===== src/rtl/hpfs_pkg.sv =====
package hpfs_pkg;
    localparam int STAT_UV  = 0;
    localparam int STAT_FOC = 2;
    localparam int STAT_SOC = 4;
    localparam int CS_DIE   = 1;
    localparam int CS_STBY  = 2;
    localparam int CS_MASK  = 3;
    localparam int CS_GPI   = 4;

    typedef enum logic [1:0] {
        IRQ_QUIET  = 2'd0,
        IRQ_ACTIVE = 2'd1,
        IRQ_HELD   = 2'd2
    } irq_state_e;

    typedef enum logic [1:0] {
        FLT_IDLE    = 2'd0,
        FLT_COUNT   = 2'd1,
        FLT_EXPIRED = 2'd2
    } filt_state_e;
endpackage


===== src/rtl/hpfs_slow_filter.sv =====
module hpfs_slow_filter
    import hpfs_pkg::*;
#(
    parameter int FILT_CYCLES = 16
) (
    input  logic clk,
    input  logic rst_n,
    input  logic oc_slow,
    output logic expired
);
    localparam int CNT_W = $clog2(FILT_CYCLES + 1);
    localparam logic [CNT_W-1:0] LAST = CNT_W'(FILT_CYCLES - 1);

    filt_state_e state_q, state_d;
    logic [CNT_W-1:0] cnt_q, cnt_d;

    always_ff @(posedge clk or negedge rst_n) begin
        if (!rst_n) begin
            state_q <= FLT_IDLE;
            cnt_q   <= '0;
        end else begin
            state_q <= state_d;
            cnt_q   <= cnt_d;
        end
    end

    always_comb begin
        state_d = state_q;
        cnt_d   = cnt_q;
        unique case (state_q)
            FLT_IDLE: begin
                if (oc_slow) begin
                    cnt_d   = CNT_W'(1);
                    state_d = (FILT_CYCLES == 1) ? FLT_EXPIRED : FLT_COUNT;
                end
            end
            FLT_COUNT: begin
                if (!oc_slow) begin
                    cnt_d   = '0;
                    state_d = FLT_IDLE;
                end else begin
                    cnt_d = cnt_q + CNT_W'(1);
                    if (cnt_q == LAST) state_d = FLT_EXPIRED;
                end
            end
            FLT_EXPIRED: begin
                if (!oc_slow) begin
                    cnt_d   = '0;
                    state_d = FLT_IDLE;
                end
            end
            default: begin
                cnt_d   = '0;
                state_d = FLT_IDLE;
            end
        endcase
    end

    always_comb expired = (state_q == FLT_EXPIRED);


    expire_needs_trip_chk: assert property (@(posedge clk) disable iff (!rst_n)
        expired |-> $past(oc_slow));
endmodule


===== src/rtl/hpfs_slot_status.sv =====
module hpfs_slot_status (
    input  logic       clk,
    input  logic       rst_n,
    input  logic       slot_en,
    input  logic       rail_uv,
    input  logic       oc_fast,
    input  logic       oc_slow_ok,
    input  logic [2:0] clr,
    output logic [2:0] fault_q
);
    logic [2:0] set_v;

    always_comb set_v = {oc_slow_ok, oc_fast, rail_uv} & {3{slot_en}};

    always_ff @(posedge clk or negedge rst_n) begin
        if (!rst_n) fault_q <= '0;
        else        fault_q <= set_v | (fault_q & ~clr);
    end


    no_latch_disabled_chk: assert property (@(posedge clk) disable iff (!rst_n)
        !slot_en |=> ((fault_q & ~$past(fault_q)) == 3'b000));


    keep_unwritten_chk: assert property (@(posedge clk) disable iff (!rst_n)
        ((fault_q & ~clr) != 3'b000) |=>
        ((fault_q & $past(fault_q & ~clr)) == $past(fault_q & ~clr)));


    set_beats_clear_chk: assert property (@(posedge clk) disable iff (!rst_n)
        (slot_en && rail_uv && clr[0]) |=> fault_q[0]);
endmodule


===== src/rtl/hpfs_irq_fsm.sv =====
module hpfs_irq_fsm
    import hpfs_pkg::*;
(
    input  logic clk,
    input  logic rst_n,
    input  logic any_fault,
    input  logic mask,
    output logic irq_n
);
    irq_state_e state_q, state_d;

    always_ff @(posedge clk or negedge rst_n) begin
        if (!rst_n) state_q <= IRQ_QUIET;
        else        state_q <= state_d;
    end

    always_comb begin
        state_d = state_q;
        unique case (state_q)
            IRQ_QUIET: begin
                if (any_fault) state_d = mask ? IRQ_HELD : IRQ_ACTIVE;
            end
            IRQ_ACTIVE: begin
                if (!any_fault) state_d = IRQ_QUIET;
                else if (mask)  state_d = IRQ_HELD;
            end
            IRQ_HELD: begin
                if (!any_fault) state_d = IRQ_QUIET;
                else if (!mask) state_d = IRQ_ACTIVE;
            end
            default: state_d = IRQ_QUIET;
        endcase
    end

    always_comb irq_n = (state_q != IRQ_ACTIVE);


    irq_needs_cause_chk: assert property (@(posedge clk) disable iff (!rst_n)
        !irq_n |-> ($past(any_fault) && !$past(mask)));


    irq_follows_chk: assert property (@(posedge clk) disable iff (!rst_n)
        (any_fault && !mask) |=> !irq_n);
endmodule


===== src/rtl/hp_fault_status.sv =====
module hp_fault_status
    import hpfs_pkg::*;
#(
    parameter int NUM_SLOTS   = 2,
    parameter int FILT_CYCLES = 16,
    parameter int ADDR_W      = $clog2(2 * NUM_SLOTS + 1)
) (
    input  logic                 clk,
    input  logic                 rst_n,
    input  logic [ADDR_W-1:0]    reg_addr,
    input  logic                 reg_wr,
    input  logic [7:0]           reg_wdata,
    output logic [7:0]           reg_rdata,
    input  logic [NUM_SLOTS-1:0] rail_uv,
    input  logic [NUM_SLOTS-1:0] stby_uv,
    input  logic [NUM_SLOTS-1:0] oc_fast,
    input  logic [NUM_SLOTS-1:0] oc_slow,
    input  logic [NUM_SLOTS-1:0] slot_hot,
    input  logic                 die_hot,
    input  logic [1:0]           gpi,
    output logic                 irq_n
);
    localparam logic [ADDR_W-1:0] ADDR_CS = ADDR_W'(2 * NUM_SLOTS);

    logic [NUM_SLOTS-1:0][1:0] ctrl_q;
    logic [NUM_SLOTS-1:0][2:0] slot_flt;
    logic [NUM_SLOTS-1:0][2:0] slot_clr;
    logic [NUM_SLOTS-1:0]      slot_en;
    logic [NUM_SLOTS-1:0]      filt_done;
    logic [NUM_SLOTS-1:0]      soc_ok;
    logic [1:0]                cs_flt_q;
    logic [1:0]                cs_set;
    logic [1:0]                cs_clr;
    logic                      mask_q;
    logic                      cs_hit;
    logic                      any_fault;
    logic                      wdata_unused;

    assign wdata_unused = ^reg_wdata[7:5];

    always_ff @(posedge clk or negedge rst_n) begin
        if (!rst_n) begin
            ctrl_q <= '0;
        end else begin
            for (int s = 0; s < NUM_SLOTS; s++) begin
                if (reg_wr && reg_addr == ADDR_W'(2 * s)) ctrl_q[s] <= reg_wdata[1:0];
            end
        end
    end

    for (genvar g = 0; g < NUM_SLOTS; g++) begin : g_slot
        assign slot_en[g]  = |ctrl_q[g];
        assign slot_clr[g] = (reg_wr && reg_addr == ADDR_W'(2 * g + 1))
                           ? {reg_wdata[STAT_SOC], reg_wdata[STAT_FOC], reg_wdata[STAT_UV]}
                           : 3'b000;
        assign soc_ok[g]   = oc_slow[g] & (filt_done[g] | slot_hot[g]);

        hpfs_slow_filter #(.FILT_CYCLES(FILT_CYCLES)) u_filter (
            .clk     (clk),
            .rst_n   (rst_n),
            .oc_slow (oc_slow[g]),
            .expired (filt_done[g])
        );

        hpfs_slot_status u_status (
            .clk        (clk),
            .rst_n      (rst_n),
            .slot_en    (slot_en[g]),
            .rail_uv    (rail_uv[g]),
            .oc_fast    (oc_fast[g]),
            .oc_slow_ok (soc_ok[g]),
            .clr        (slot_clr[g]),
            .fault_q    (slot_flt[g])
        );
    end

    always_comb begin
        cs_hit = reg_wr && (reg_addr == ADDR_CS);
        cs_set = {|(stby_uv & slot_en), die_hot} & {2{|slot_en}};
        cs_clr = cs_hit ? {reg_wdata[CS_STBY], reg_wdata[CS_DIE]} : 2'b00;
    end

    always_ff @(posedge clk or negedge rst_n) begin
        if (!rst_n) begin
            cs_flt_q <= '0;
            mask_q   <= 1'b1;
        end else begin
            cs_flt_q <= cs_set | (cs_flt_q & ~cs_clr);
            if (cs_hit) mask_q <= reg_wdata[CS_MASK];
        end
    end

    assign any_fault = (|slot_flt) | (|cs_flt_q);

    hpfs_irq_fsm u_irq (
        .clk       (clk),
        .rst_n     (rst_n),
        .any_fault (any_fault),
        .mask      (mask_q),
        .irq_n     (irq_n)
    );

    always_comb begin
        reg_rdata = 8'h00;
        for (int s = 0; s < NUM_SLOTS; s++) begin
            if (reg_addr == ADDR_W'(2 * s))
                reg_rdata = {6'b0, ctrl_q[s]};
            if (reg_addr == ADDR_W'(2 * s + 1))
                reg_rdata = {3'b0, slot_flt[s][2], 1'b0, slot_flt[s][1], 1'b0, slot_flt[s][0]};
        end
        if (reg_addr == ADDR_CS)
            reg_rdata = {2'b0, gpi, mask_q, cs_flt_q[1], cs_flt_q[0], 1'b0};
    end


    ctrl_hold_chk: assert property (@(posedge clk) disable iff (!rst_n)
        !reg_wr |=> $stable(ctrl_q));


    die_latch_chk: assert property (@(posedge clk) disable iff (!rst_n)
        (die_hot && (slot_en != '0)) |=> cs_flt_q[0]);


    mask_hold_chk: assert property (@(posedge clk) disable iff (!rst_n)
        !reg_wr |=> $stable(mask_q));
endmodule


===== config.mk =====
export PLATFORM = sky130hd
export DESIGN_NAME = hp_fault_status
export DESIGN_NICKNAME = d
export VERILOG_FILES = /design/src/rtl/hpfs_pkg.sv /design/src/rtl/hpfs_slow_filter.sv /design/src/rtl/hpfs_slot_status.sv /design/src/rtl/hpfs_irq_fsm.sv /design/src/rtl/hp_fault_status.sv
export SDC_FILE = /design/constraint.sdc
export NUM_CORES = 1
export LEC_CHECK = 0
export BUFFER_PORTS_ARGS = -buffer_cell sky130_fd_sc_hd__buf_2
export CAP_MARGIN = 25
export CORE_MARGIN = 3
export CORE_UTILIZATION = 40
export DETAILED_ROUTE_END_ITERATION = 10
export PLACE_DENSITY = 0.68
export SYNTH_ARGS = -nofsm -noshare
export SYNTH_HDL_FRONTEND = slang
export SYNTH_SLANG_ARGS = --single-unit

===== constraint.sdc =====
create_clock -name clk -period 3.15 [get_ports clk]
set_input_delay 0.4725 -clock clk [delete_from_list [all_inputs] [get_ports clk]]
set_output_delay 0.4725 -clock clk [all_outputs]
set_load 0.1 [all_outputs]

## After elaboration in Yosys (flattened, before gate mapping)

Index checks and enable logic that the tools add are counted.
W data, S select, Z words.

| storage, ports and cells | value |
|---|---|
| flip-flop bits (word level) | 29 |
| bits in latches | 0 |
| RAM bits | 0 |
| ROM bits | 0 |
| input bits | 27 |
| logic and storage cells | 106 |
| memories kept | 0 |

| operators by class | value |
|---|---|
| add/subtract/negate cells | 2 |
| $mul | 0 |
| div/mod/pow operators | 0 |
| magnitude comparators | 0 |
| eq/ne operators | 22 |
| shift-type cells | 0 |
| mux-type cells | 33 |
| bitwise operators | 18 |
| reduce and logical (&&, ||, !) cells | 20 |

Operators with widths:

| cell | number |
|---|---|
| $mux W2 | 16 |
| $mux W8 | 4 |
| $mux W5 | 6 |
| $pmux W5 S3 | 2 |
| $pmux W2 S3 | 3 |
| $and A3 B3 Y3 | 4 |
| $add A5 B1 Y5 const B | 2 |
| $eq A5 B4 Y1 const B | 2 |
| $reduce_and A3 Y1 | 3 |
| $ne A2 B2 Y1 const B | 4 |
| $reduce_or A2 Y1 | 4 |
| $and A2 B2 Y2 | 3 |
| $eq A2 B1 Y1 const B | 3 |
| $eq A2 B2 Y1 const B | 3 |
| $eq A3 B2 Y1 const B | 2 |
| $logic_not A2 Y1 | 3 |
| $mux W3 | 2 |
| $ne A3 B2 Y1 const B | 2 |
| $ne A3 B3 Y1 const B | 2 |
| $not A3 Y3 | 2 |
| $or A3 B3 Y3 | 2 |
| $reduce_or A6 Y1 | 1 |
| $logic_and A1 B1 Y1 | 5 |
| $ne A2 B1 Y1 const B | 2 |
| 9 further kinds | 13 |

## Depth between registers and ports, before layout

| depth | value |
|---|---|
| depth in word-level cells | 6 |
| mapped depth | 6 |
| gate-level depth less buffers | 6 |

## Hierarchy

A second synthesis with hierarchy kept.

| unflattened totals | value |
|---|---|
| cells, all modules | 152 |
| area, all modules | 1625.3 sq um |

Modules (own cells, without submodules):

| module | instances | cells an instance | area an instance (sq um) | sequential area each (sq um) |
|---|---|---|---|---|
| hpfs_slow_filter | 2 | 32 | 366.6 | 175.2 |
| hp_fault_status | 1 | 57 | 563.0 | 176.4 |
| hpfs_slot_status | 2 | 12 | 123.9 | 75.1 |
| hpfs_irq_fsm | 1 | 7 | 81.3 | 50.0 |

## Least setup slack after synthesis

No wires, ideal clock.

| timing path | value |
|---|---|
| kind | input port to output port |
| from | in reg_addr[2] |
| to | out reg_rdata[3] |
| data arrival time | 3097 ps |
| required time | 2677 ps |
| path slack | -420 ps |
| cell stages on the path | 3 |
| cells stage by stage | buf_2 > nor2b_1 > nor3b_1 |

| on the way | value |
|---|---|
| cells in the longest elaborated chain, start to end | 4 |
| elaborated cells on any way between the ends | 6 |

Ends and longest elaborated chain:

| item | line | RTL |
|---|---|---|
| start: declaration | hp_fault_status.sv:10 | `input logic [ADDR_W-1:0] reg_addr,` |
| $eq A3 B2 Y1 | hp_fault_status.sv:106 | `if (reg_addr == ADDR_W'(2 * s))` |
| $mux W8 | hp_fault_status.sv:106 |  |
| $mux W8 | hp_fault_status.sv:108 | `if (reg_addr == ADDR_W'(2 * s + 1))` |
| $mux W8 (*) | hp_fault_status.sv:111 | `if (reg_addr == ADDR_CS)` |
| end: declaration | hp_fault_status.sv:13 | `output logic [7:0] reg_rdata,` |

Every way passes the cells marked *; elsewhere a longest branch is shown, timed or not.

## Final worst setup path

| timing path | value |
|---|---|
| from | in reg_addr[1] |
| to | out reg_rdata[0] |

| on the way | value |
|---|---|
| cells in the longest elaborated chain, start to end | 6 |
| elaborated cells on any way between the ends | 10 |

Ends and longest elaborated chain:

| item | line |
|---|---|
| $logic_not A3 Y1 | hp_fault_status.sv:106 |
| $mux W2 | hp_fault_status.sv:106 |
| $mux W8 | hp_fault_status.sv:108 |
| $mux W8 | hp_fault_status.sv:106 |
| $mux W8 | hp_fault_status.sv:108 |
| $mux W8 (*) | hp_fault_status.sv:111 |

Marked as above.

==> impl_metrics.yaml <==
status:
  status: "complete, no violations"
timing:
  hold_viol: 0
  rsz0062_at_grt: "false"
  finalWorstSetupSlack_ns: 1.02
  finalSetupViolCount: 0
  worstMarginPinSlew_ns: 0.644
  slew_violations: 0
  layout_min_cycle_time_ns: 2.13
  tns_ns: 0
  relSlewSlack_pct: 57.1
  finClkSkew_ns: 0.00318
  final.period_utilization_pct: 67.6
  max_freq_ghz: 0.470
synthesis:
  synth_area_leaders: "dfrtp_1, a22o_1, nand2_1"
  yosysSeqAreaShare_pct: 45.2
  syn_area_mm2: 0.00161
  synth_top_area_share_pct: 43.6
  syn_inst: 157
  synthArstFlopShare_pct: 100
  ys_types: 51
  ys_warn_count: 0
  yosys.area.top_type: "dfrtp_1"
  ys_seq_elements: 29
  synth_edf_count: 0
  syn_area_per_cell_um2: 10.2
  ys.flop_type: "dfrtp_1"
detailed_routing:
  drt-vias-per-instance: 5.69
  antenna_left: 0
  drc_errors: 0
  wl_um: 3500
  vias: 1344
  avgRoutedWirePerCell_um: 14.8
  drtIter0Drc: 89
  drtPass1Iterations: 4
cells_and_area:
  layout_common_cells: "buf_2, dfrtp_1, nand2_1, a22o_1"
  final_cell_area_mm2: 0.00188
  drive_above_1_share_pct: 25.0
  finalNonFillerCells: 236
  fin_nets: 218
  mostFrequentLayoutCell: "buf_2"
  syn_to_final_growth_pct: 17.0
  seq_area_um2: 727
  nFillCells: 339
  fin_util_pct: 49.9
  antenna_cells: 0
  multi_input_area_um2: 817
power_and_ir_drop:
  p_seq_share_pct: 43.9
  p_switching_uw: 334
  clock_power_share_pct: 32.7
  power_frac_comb_pct: 23.4
  internal-power_uw: 685
  p_per_area_mw_per_mm2: 541
  ir_worst_vdd_v: 0.000184
  p_leak_nw: 0.861
  swShare_pct: 32.8
floorplanning:
  die_h_um: 69.4
  start_util_pct: 42.6
  die_area_mm2: 0.00482
  row_count: 22
  die_w_um: 69.4
  ios: 36
  core_area_mm2: 0.00377
placed_design:
  gp_congestion: 0.842
  dp_slack_ns: 1.03
  dp_cells: 228
  portBuffers: 30
  dpl.hpwl_um: 2560
  placed_area_mm2: 0.00178
critical_path:
  reg2reg_setup_slack_ns: 1.55
  start_kind: "primary input"
  r2r-start: "g_slot[0].u_filter.cnt_q[0]"
  critPathMaxFanout: 13
  cp-end-kind: "output port"
  r2r_end: "g_slot[0].u_filter.cnt_q[4]"
  crit_type: "primary input to output port"
  reg2reg_depth: 6
  required_ns: 2.68
  arrival_ns: 1.66
cts:
  clock_sinks: 29
  holdBufCountCts: 0
  post_cts_resized: 0
  cts_max_level: 2
  clk_pin_slew_ns: 0.06
  cts_made_buffers: 5
  clock-root-buffer: "clkbuf_8"
  cts_tree: "yes"
  cts_setup_buffers: 0
  clk_latency_ns: 0.28
  clock_path_buffers: 2
grt:
  grt_pass1_vias: 1264
  grt_pass1_wl_um: 5800
  grt_usage_pct: 15.1
  antenna_found_initial: 0
  grt_remaining_overflow: 0
  grt_start_max_net_pins: 30
flow_run:
  cap_violations: 0
worst_hold_path:
  min_path_type: "primary input to async pin"
## state kept, by name, summed over array words and instances, names as in the netlist
name	cells
ctrl_q	4
g_slot.u_filter.cnt_q	10
mask_q	1
g_slot.u_status.fault_q	6
cs_flt_q	2
u_irq.state_q	2
g_slot.u_filter.state_q	4
## per-stage QoR
| stage | power (mW) | hold slack, ns |
|---|---|---|
| final | 1.02 | 0.215 |
| after global routing | 1.08 | 0.247 |
| after CTS | 1.03 | 0.237 |
| after detailed placement | 0.693 | 0.475 |
| after global placement | 0.686 | 0.465 |
| after floorplan | 0.633 | 0.177 |
## area by class of cell
class	count	area share (%)
multi-input cells	114	43.4
inverters	7	1.40
clock buffers	7	5.12
well taps	48	3.19
repair buffers	30	7.98
flip-flops and latches	29	38.6
clock inverters	1	0.266
## synth_stat cells, drive strengths merged (4+ instances only)
| cell type | instances |
|---|---|
| nor2b | 7 |
| nor2 | 7 |
| ha | 4 |
| a21oi | 5 |
| inv | 7 |
| nand2 | 16 |
| buf | 5 |
| o21ai | 4 |
| dfrtp | 28 |
| a22o | 9 |
| mux2 | 4 |
## layer usage
metal,track usage (%),part of all wire (%),vias to the layer above
met3,6.09,6.4,5
li1,-,-,636
met2,24.9,51,43
met1,17.6,41,660
met5,0,0,-
met4,5.86,1.0,0
## cells by family (layout without fill, tap and decap cells)
group           after synthesis  in the layout  synth area share, %
simple gates                 60             60                 22.3
compound gates               38             38                 17.5
flops                        29             29                 45.2
buf+inv                      15             45                 4.51
mux                           8              8                 6.07
fa+ha+maj                     4              4                 3.11
xor+xnor                      2              2                 1.09
other cells                   1              2                0.233
## how the worst max path moves through the flow
stage,cells after the start,to,startpoint
finish,4,reg_rdata[0],reg_addr[1]
global placement,4,reg_rdata[0],reg_addr[1]
detailed placement,4,reg_rdata[0],reg_addr[1]
floorplan,4,reg_rdata[2],reg_addr[2]
CTS,4,reg_rdata[0],reg_addr[1]
global route,5,reg_rdata[2],reg_addr[0]
## critical path, stage by stage
cell and delay [ns]:
buf_2 0.23, mux4_2 0.52, nor2b_1 0.14, buf_2 0.29
## power groups by stage
stage | logic, mW | clock network, mW | registers [mW]
6_report | 0.239 | 0.333 | 0.447
5_1_grt | 0.258 | 0.367 | 0.451
4_1_cts | 0.240 | 0.342 | 0.447
3_5_place_dp | 0.240 | 0 | 0.453
3_3_place_gp | 0.235 | 0 | 0.451
2_1_floorplan | 0.190 | 0 | 0.443
Note: power is estimated with default switching activity, not from simulation.
